--- config.mk ---
export PLATFORM = sky130hd
export DESIGN_NAME = ea_gen
export DESIGN_NICKNAME = d
export VERILOG_FILES = /design/src/rtl/ea_gen_pkg.sv /design/src/rtl/ea_regfile.sv /design/src/rtl/ea_calc.sv /design/src/rtl/ea_ctrl.sv /design/src/rtl/ea_gen.sv
export SDC_FILE = /design/constraint.sdc
export NUM_CORES = 2
export LEC_CHECK = 0
export BUFFER_PORTS_ARGS = -buffer_cell sky130_fd_sc_hd__buf_4
export CORE_MARGIN = 3
export CORE_UTILIZATION = 68
export CTS_CLUSTER_SIZE = 16
export DETAILED_ROUTE_END_ITERATION = 8
export GPL_ROUTABILITY_DRIVEN = 1
export PLACE_DENSITY = 0.9
export SKIP_LAST_GASP = 1
export SLEW_MARGIN = 30
export SYNTH_ARGS = -nofsm -noshare
export SYNTH_HDL_FRONTEND = slang
export SYNTH_HIERARCHICAL = 1
export SYNTH_SLANG_ARGS = --single-unit
--- constraint.sdc ---
create_clock -name clk -period 18.59 [get_ports clk]
set_clock_uncertainty 0.1 [all_clocks]
set_input_delay 0.9295 -clock clk [delete_from_list [all_inputs] [get_ports clk]]
set_output_delay 0.9295 -clock clk [all_outputs]
set_load 0.01 [all_outputs]
--- src/rtl/ea_gen_pkg.sv ---
package ea_gen_pkg;

    typedef enum logic [1:0] {
        SC_X1 = 2'd0,
        SC_X2 = 2'd1,
        SC_X4 = 2'd2,
        SC_X8 = 2'd3
    } scale_e;

    typedef enum logic {
        ST_IDLE   = 1'b0,
        ST_RESULT = 1'b1
    } ea_state_e;

endpackage

--- src/rtl/ea_regfile.sv ---
module ea_regfile #(
    parameter int NREG = 16,
    parameter int AW   = 64,
    localparam int IW  = $clog2(NREG)
) (
    input  logic          clk,
    input  logic          rst_n,
    input  logic          wr_en,
    input  logic [IW-1:0] wr_idx,
    input  logic [AW-1:0] wr_data,
    input  logic [IW-1:0] rd_a_idx,
    input  logic [IW-1:0] rd_b_idx,
    output logic [AW-1:0] rd_a_data,
    output logic [AW-1:0] rd_b_data
);

    logic [AW-1:0] entry [NREG];

    for (genvar g = 0; g < NREG; g++) begin : g_entry
        always_ff @(posedge clk) begin
            if (!rst_n) begin
                entry[g] <= '0;
            end else if (wr_en && (wr_idx == IW'(g))) begin
                entry[g] <= wr_data;
            end
        end
    end

    assign rd_a_data = entry[rd_a_idx];
    assign rd_b_data = entry[rd_b_idx];

endmodule

--- src/rtl/ea_calc.sv ---
module ea_calc
    import ea_gen_pkg::*;
#(
    parameter int AW = 64,
    parameter int DW = 32,
    parameter int NW = 32
) (
    input  logic          base_vld,
    input  logic [AW-1:0] base_val,
    input  logic          index_vld,
    input  logic [AW-1:0] index_val,
    input  scale_e        scale,
    input  logic [DW-1:0] disp,
    input  logic          rip_rel,
    input  logic [AW-1:0] next_ip,
    input  logic          addr32,
    output logic [AW-1:0] ea
);

    logic [AW-1:0] base_term;
    logic [AW-1:0] index_term;
    logic [AW-1:0] disp_term;
    logic [AW-1:0] sum;

    always_comb begin
        if (rip_rel) begin
            base_term = next_ip;
        end else if (base_vld) begin
            base_term = base_val;
        end else begin
            base_term = '0;
        end
    end

    always_comb begin
        index_term = '0;
        if (!rip_rel && index_vld) begin
            unique case (scale)
                SC_X1: index_term = index_val;
                SC_X2: index_term = index_val << 1;
                SC_X4: index_term = index_val << 2;
                SC_X8: index_term = index_val << 3;
            endcase
        end
    end

    assign disp_term = {{(AW-DW){disp[DW-1]}}, disp};
    assign sum       = base_term + index_term + disp_term;
    assign ea        = addr32 ? {{(AW-NW){1'b0}}, sum[NW-1:0]} : sum;

endmodule

--- src/rtl/ea_ctrl.sv ---
module ea_ctrl
    import ea_gen_pkg::*;
#(
    parameter int AW = 64
) (
    input  logic          clk,
    input  logic          rst_n,
    input  logic          req_valid,
    input  logic [AW-1:0] ea_next,
    output logic          ea_valid,
    output logic [AW-1:0] ea_out
);

    ea_state_e state_q, state_d;

    always_comb begin
        state_d = state_q;
        unique case (state_q)
            ST_IDLE:   state_d = req_valid ? ST_RESULT : ST_IDLE;
            ST_RESULT: state_d = req_valid ? ST_RESULT : ST_IDLE;
        endcase
    end

    always_ff @(posedge clk) begin
        if (!rst_n) begin
            state_q <= ST_IDLE;
        end else begin
            state_q <= state_d;
        end
    end

    always_ff @(posedge clk) begin
        if (!rst_n) begin
            ea_out <= '0;
        end else if (req_valid) begin
            ea_out <= ea_next;
        end
    end

    assign ea_valid = (state_q == ST_RESULT);

endmodule

--- src/rtl/ea_gen.sv ---
module ea_gen
    import ea_gen_pkg::*;
#(
    parameter int NREG = 16,
    parameter int AW   = 64,
    parameter int DW   = 32,
    parameter int NW   = 32,
    localparam int IW  = $clog2(NREG)
) (
    input  logic          clk,
    input  logic          rst_n,
    input  logic          rf_wr_en,
    input  logic [IW-1:0] rf_wr_idx,
    input  logic [AW-1:0] rf_wr_data,
    input  logic          req_valid,
    input  logic          base_vld,
    input  logic [IW-1:0] base_idx,
    input  logic          index_vld,
    input  logic [IW-1:0] index_idx,
    input  logic [1:0]    scale,
    input  logic [DW-1:0] disp,
    input  logic          rip_rel,
    input  logic [AW-1:0] next_ip,
    input  logic          addr32,
    output logic          ea_valid,
    output logic [AW-1:0] ea_out
);

    logic [AW-1:0] base_val;
    logic [AW-1:0] index_val;
    logic [AW-1:0] ea_next;

    ea_regfile #(.NREG(NREG), .AW(AW)) rf_i (
        .clk       (clk),
        .rst_n     (rst_n),
        .wr_en     (rf_wr_en),
        .wr_idx    (rf_wr_idx),
        .wr_data   (rf_wr_data),
        .rd_a_idx  (base_idx),
        .rd_b_idx  (index_idx),
        .rd_a_data (base_val),
        .rd_b_data (index_val)
    );

    ea_calc #(.AW(AW), .DW(DW), .NW(NW)) calc_i (
        .base_vld  (base_vld),
        .base_val  (base_val),
        .index_vld (index_vld),
        .index_val (index_val),
        .scale     (scale_e'(scale)),
        .disp      (disp),
        .rip_rel   (rip_rel),
        .next_ip   (next_ip),
        .addr32    (addr32),
        .ea        (ea_next)
    );

    ea_ctrl #(.AW(AW)) ctrl_i (
        .clk       (clk),
        .rst_n     (rst_n),
        .req_valid (req_valid),
        .ea_next   (ea_next),
        .ea_valid  (ea_valid),
        .ea_out    (ea_out)
    );

endmodule

==> results.cfg <==
[run_status]
result_of_the_run = finished with violations
violations = design-rule violations

[setup_path]
data_arrival_critical_path_ns = 8.17
timing.rr.end = ctrl_i/ea_out[56]
data_required_time_of_the_worst_path_ns = 19.07
worstSetupPathType = primary input to register
cp_slowest_stage_delay_ns = 0.86
critPathMaxFanout = 94
setup.worst_path.start = index_idx[1]
r2r_cells = 20
worstSetupEndpointType = register
crit_chain = buf_8, buf_4, mux4_2, a22oi_1, nand2_1, mux4_2, and2_1, fa_1, ha_1, nand4_1, nor2_1, o21ai_0, a221oi_1, o31ai_1, o22ai_1, nand3_1, a21oi_1, nor2_1, o21bai_1, mux2_1, mux2i_1, nor2b_1
crit_slowest_cell = sky130_fd_sc_hd__buf_4
timing.rr.start = rf_i/entry[9][7]
crit_path_start_kind = primary input
ff_to_ff_setup_slack_ns = 12.14

[timing]
fin_hold_ws_ns = 0.423
postLayoutSetupSlackWorst_ns = 10.90
worstMarginPinSlew_ns = 1.17
timing.max_slew.rel_slack_pct = 22.2
unrepaired_setup_endpoints_after_global_routing = false
post-route-min-period_ns = 7.69
fmaxAchievable_mhz = 130
period_share_pct = 41.4
finalSetupTns_ns = 0
final-hold-violation-count = 0
slew_violations = 0
finalSetupViolCount = 0

[global_route]
vias_in_the_first_global_route = 46648
global_route_wire_length_before_repair_um = 306000
antenna_found_initial = 17
grt-ovfl-total = 0
maximum_number_of_pins_on_one_net_before_global_route_repair = 101
grt.total_usage_pct = 43.7

[place]
place_area_sq_um = 65900
buffer_ports.inserted = 246
placedCellCount = 5686
dp.final_hpwl_um = 117000
gp_congestion = 1.00
place_ws_ns = 10.22

[yosys]
register_area_share_after_synthesis_pct = 50.5
number_of_distinct_library_cell_variants_in_the_gate_level_netlist_after_synthesis = 70
yosysWarningCount = 6
synth_top_area_share_pct = 48.5
synthesis.nets = 4820
syn_avg_cell_area_sq_um = 14.1
register_bit_count_reported_by_yosys = 1089
synth_area_sq_um = 63400
yosys.area.top_type = sky130_fd_sc_hd__edfxtp_1
primary_flip_flop_cell_chosen_by_synthesis_mapping = sky130_fd_sc_hd__edfxtp_1
post_synth_inst_count = 4512
synth_top_cells_by_area = sky130_fd_sc_hd__edfxtp_1, sky130_fd_sc_hd__mux4_2, sky130_fd_sc_hd__and2_1
count_of_flip_flops_with_a_built_in_enable_after_synthesis = 1024
synth-async-reset-ratio_pct = 0

[route]
drtIter0Drc = 8401
detail_route.wirelength_um = 212000
number_of_iterations_in_the_first_detailed_routing_pass = 9
antenna_violating_nets_post_route = 0
post-route-drc-count = 4
wl_per_cell_um = 36.0
routed-via-count = 45525
route.detailed.vias_per_inst = 7.70

[floorplanning]
boundary_pin_count = 247
die_height_um = 311
placementRows = 111
design.core.area_sq_um = 92100
chip_width_um = 311
start_util_pct = 68.9
design.die.area_sq_um = 97000

[clock_tree]
maximum_buffer_depth_of_the_clock_tree = 3
cts_hold_repair.buffers = 0
clock_sinks = 1089
cts.htree.levels = 3
clk_root_buffer_cell = sky130_fd_sc_hd__clkbuf_16
clk_latency_ns = 0.73
cts_resized = 0
cts.reportedPaths.clkPinSlew_ns = 0.06
post-cts-setup-buffer-count = 0
cts_inserted_buffers = 112
tritoncts = built

[final_layout]
final_cell_count_no_fill = 5909
sequential_cell_area_sq_um = 32100
final_design_area_no_fill_sq_um = 69500
multi_input_comb_area_sq_um = 29200
filler_cell_count = 5122
area_delta_synth_final_pct = 9.59
design.final.nets = 4868
fraction_of_final_layout_cells_sized_beyond_drive_strength_1_pct = 24.0

[pwr]
cellPowerDensity_nw_per_um2 = 92.8
static-leakage-power_nw = 25.3
vdd_drop_max_mv = 0.0842

[hold_path]
worstHoldEndpoint = ctrl_i/ea_out[1]
worst_hold_startpoint = ctrl_i/ea_out[1]
hold_path_class = register to register
hold_depth = 2

[flow_run]
timing.max_cap.violations = 0
[registers in the layout (all words and copies together), names as in the netlist]
| register | count |
|---|---|
| ctrl_i/ea_out | 64 |
| ctrl_i/ea_valid | 1 |
| rf_i/entry | 1024 |
[cells in the final DEF, fill, tap and decap left out, drive strengths merged, types with 7 or more instances in the layout]
cell / n
a211oi: 7
xnor2: 33
bufinv: 8
buf: 338
diode: 19
nor2: 93
a31oi: 12
nor3: 15
nand2b: 11
nand4: 19
a21o: 33
nand3: 12
clkbuf: 143
clkinv: 42
fa: 64
edfxtp: 1024
a21oi: 77
mux4: 572
xor2: 25
a22o: 16
inv: 128
mux2i: 66
o21ai: 56
dfxtp: 65
o21bai: 15
a22oi: 303
and2: 1042
nor2b: 84
ha: 62
nand2: 214
[cell usage after synthesis (all sizes together), types with 4 or more instances]
cell type / number
a22o: 16
mux2i: 66
nor2: 93
a22oi: 303
buf: 120
nand2: 214
o21bai: 15
o21a: 5
and2: 1042
mux4: 572
xor2: 25
a211oi: 7
a21boi: 6
o31ai: 5
fa: 64
a21oi: 77
dfxtp: 65
edfxtp: 1024
xnor2: 33
and3: 5
a41oi: 4
a31oi: 12
nor2b: 84
clkbuf: 284
nor3: 15
nand4: 19
inv: 124
a21o: 33
ha: 62
nand2b: 11
nand3: 12
o21ai: 56
[layer usage]
metal	share of wire (%)	up-vias	track usage, %
met4	8.0	8	27.3
li1	-	17247	-
met5	0.065	-	0.692
met3	20	1303	20.8
met1	29	21683	54.6
met2	42	5284	61.8
[per-stage QoR]
stage	power [mW]	util [%]
3_3_place_gp	4.15	71.4
6_report	6.46	75.5
5_1_grt	6.60	75.5
3_5_place_dp	4.20	71.6
2_1_floorplan	3.79	-
4_1_cts	6.37	75.4
[worst max-delay path, delay by kind of cell]
kind            cells  cell delay, ns
mux                 4            1.37
simple gates        7            1.08
fa+ha+maj           2            0.86
buf+inv             2            1.43
compound gates      7            2.40
[power breakdown]
| part | switching [mW] | internal (mW) |
|---|---|---|
| sequential | 0.119 | 2.85 |
| clock | 0.978 | 1.24 |
| combinational | 0.748 | 0.528 |
[area by class of cell]
type	count	share of cell area, %
Antenna cell	19	0.0684
Clock buffer	143	4.27
Clock inverter	58	0.754
Inverter	124	0.669
Multi-Input combinational cell	2895	42.0
Sequential cell	1089	46.1
Tap cell	1243	2.24
Timing Repair Buffer	338	3.94
[worst max path at each step]
stage,endpoint,slack [ns],depth (start not counted)
after floorplan,rf_i/entry[0][0],11.93,3
after global placement,ctrl_i/ea_out[56],10.35,22
after detailed placement,ctrl_i/ea_out[56],10.22,22
after CTS,ctrl_i/ea_out[56],10.96,22
after global routing,ctrl_i/ea_out[56],10.74,22
final,ctrl_i/ea_out[56],10.90,22
[logic make-up after synthesis]
group,synth area share (%)
adder cells (fa/ha/maj),3.24
AO/OA/AOI/OAI,6.19
XOR/XNOR,0.801
multiplexers,21.4
AND/OR/NAND/NOR,14.0
flip-flops,50.5
buffers and inverters,3.89
No activity file was read; power rests on OpenSTA's default activity.
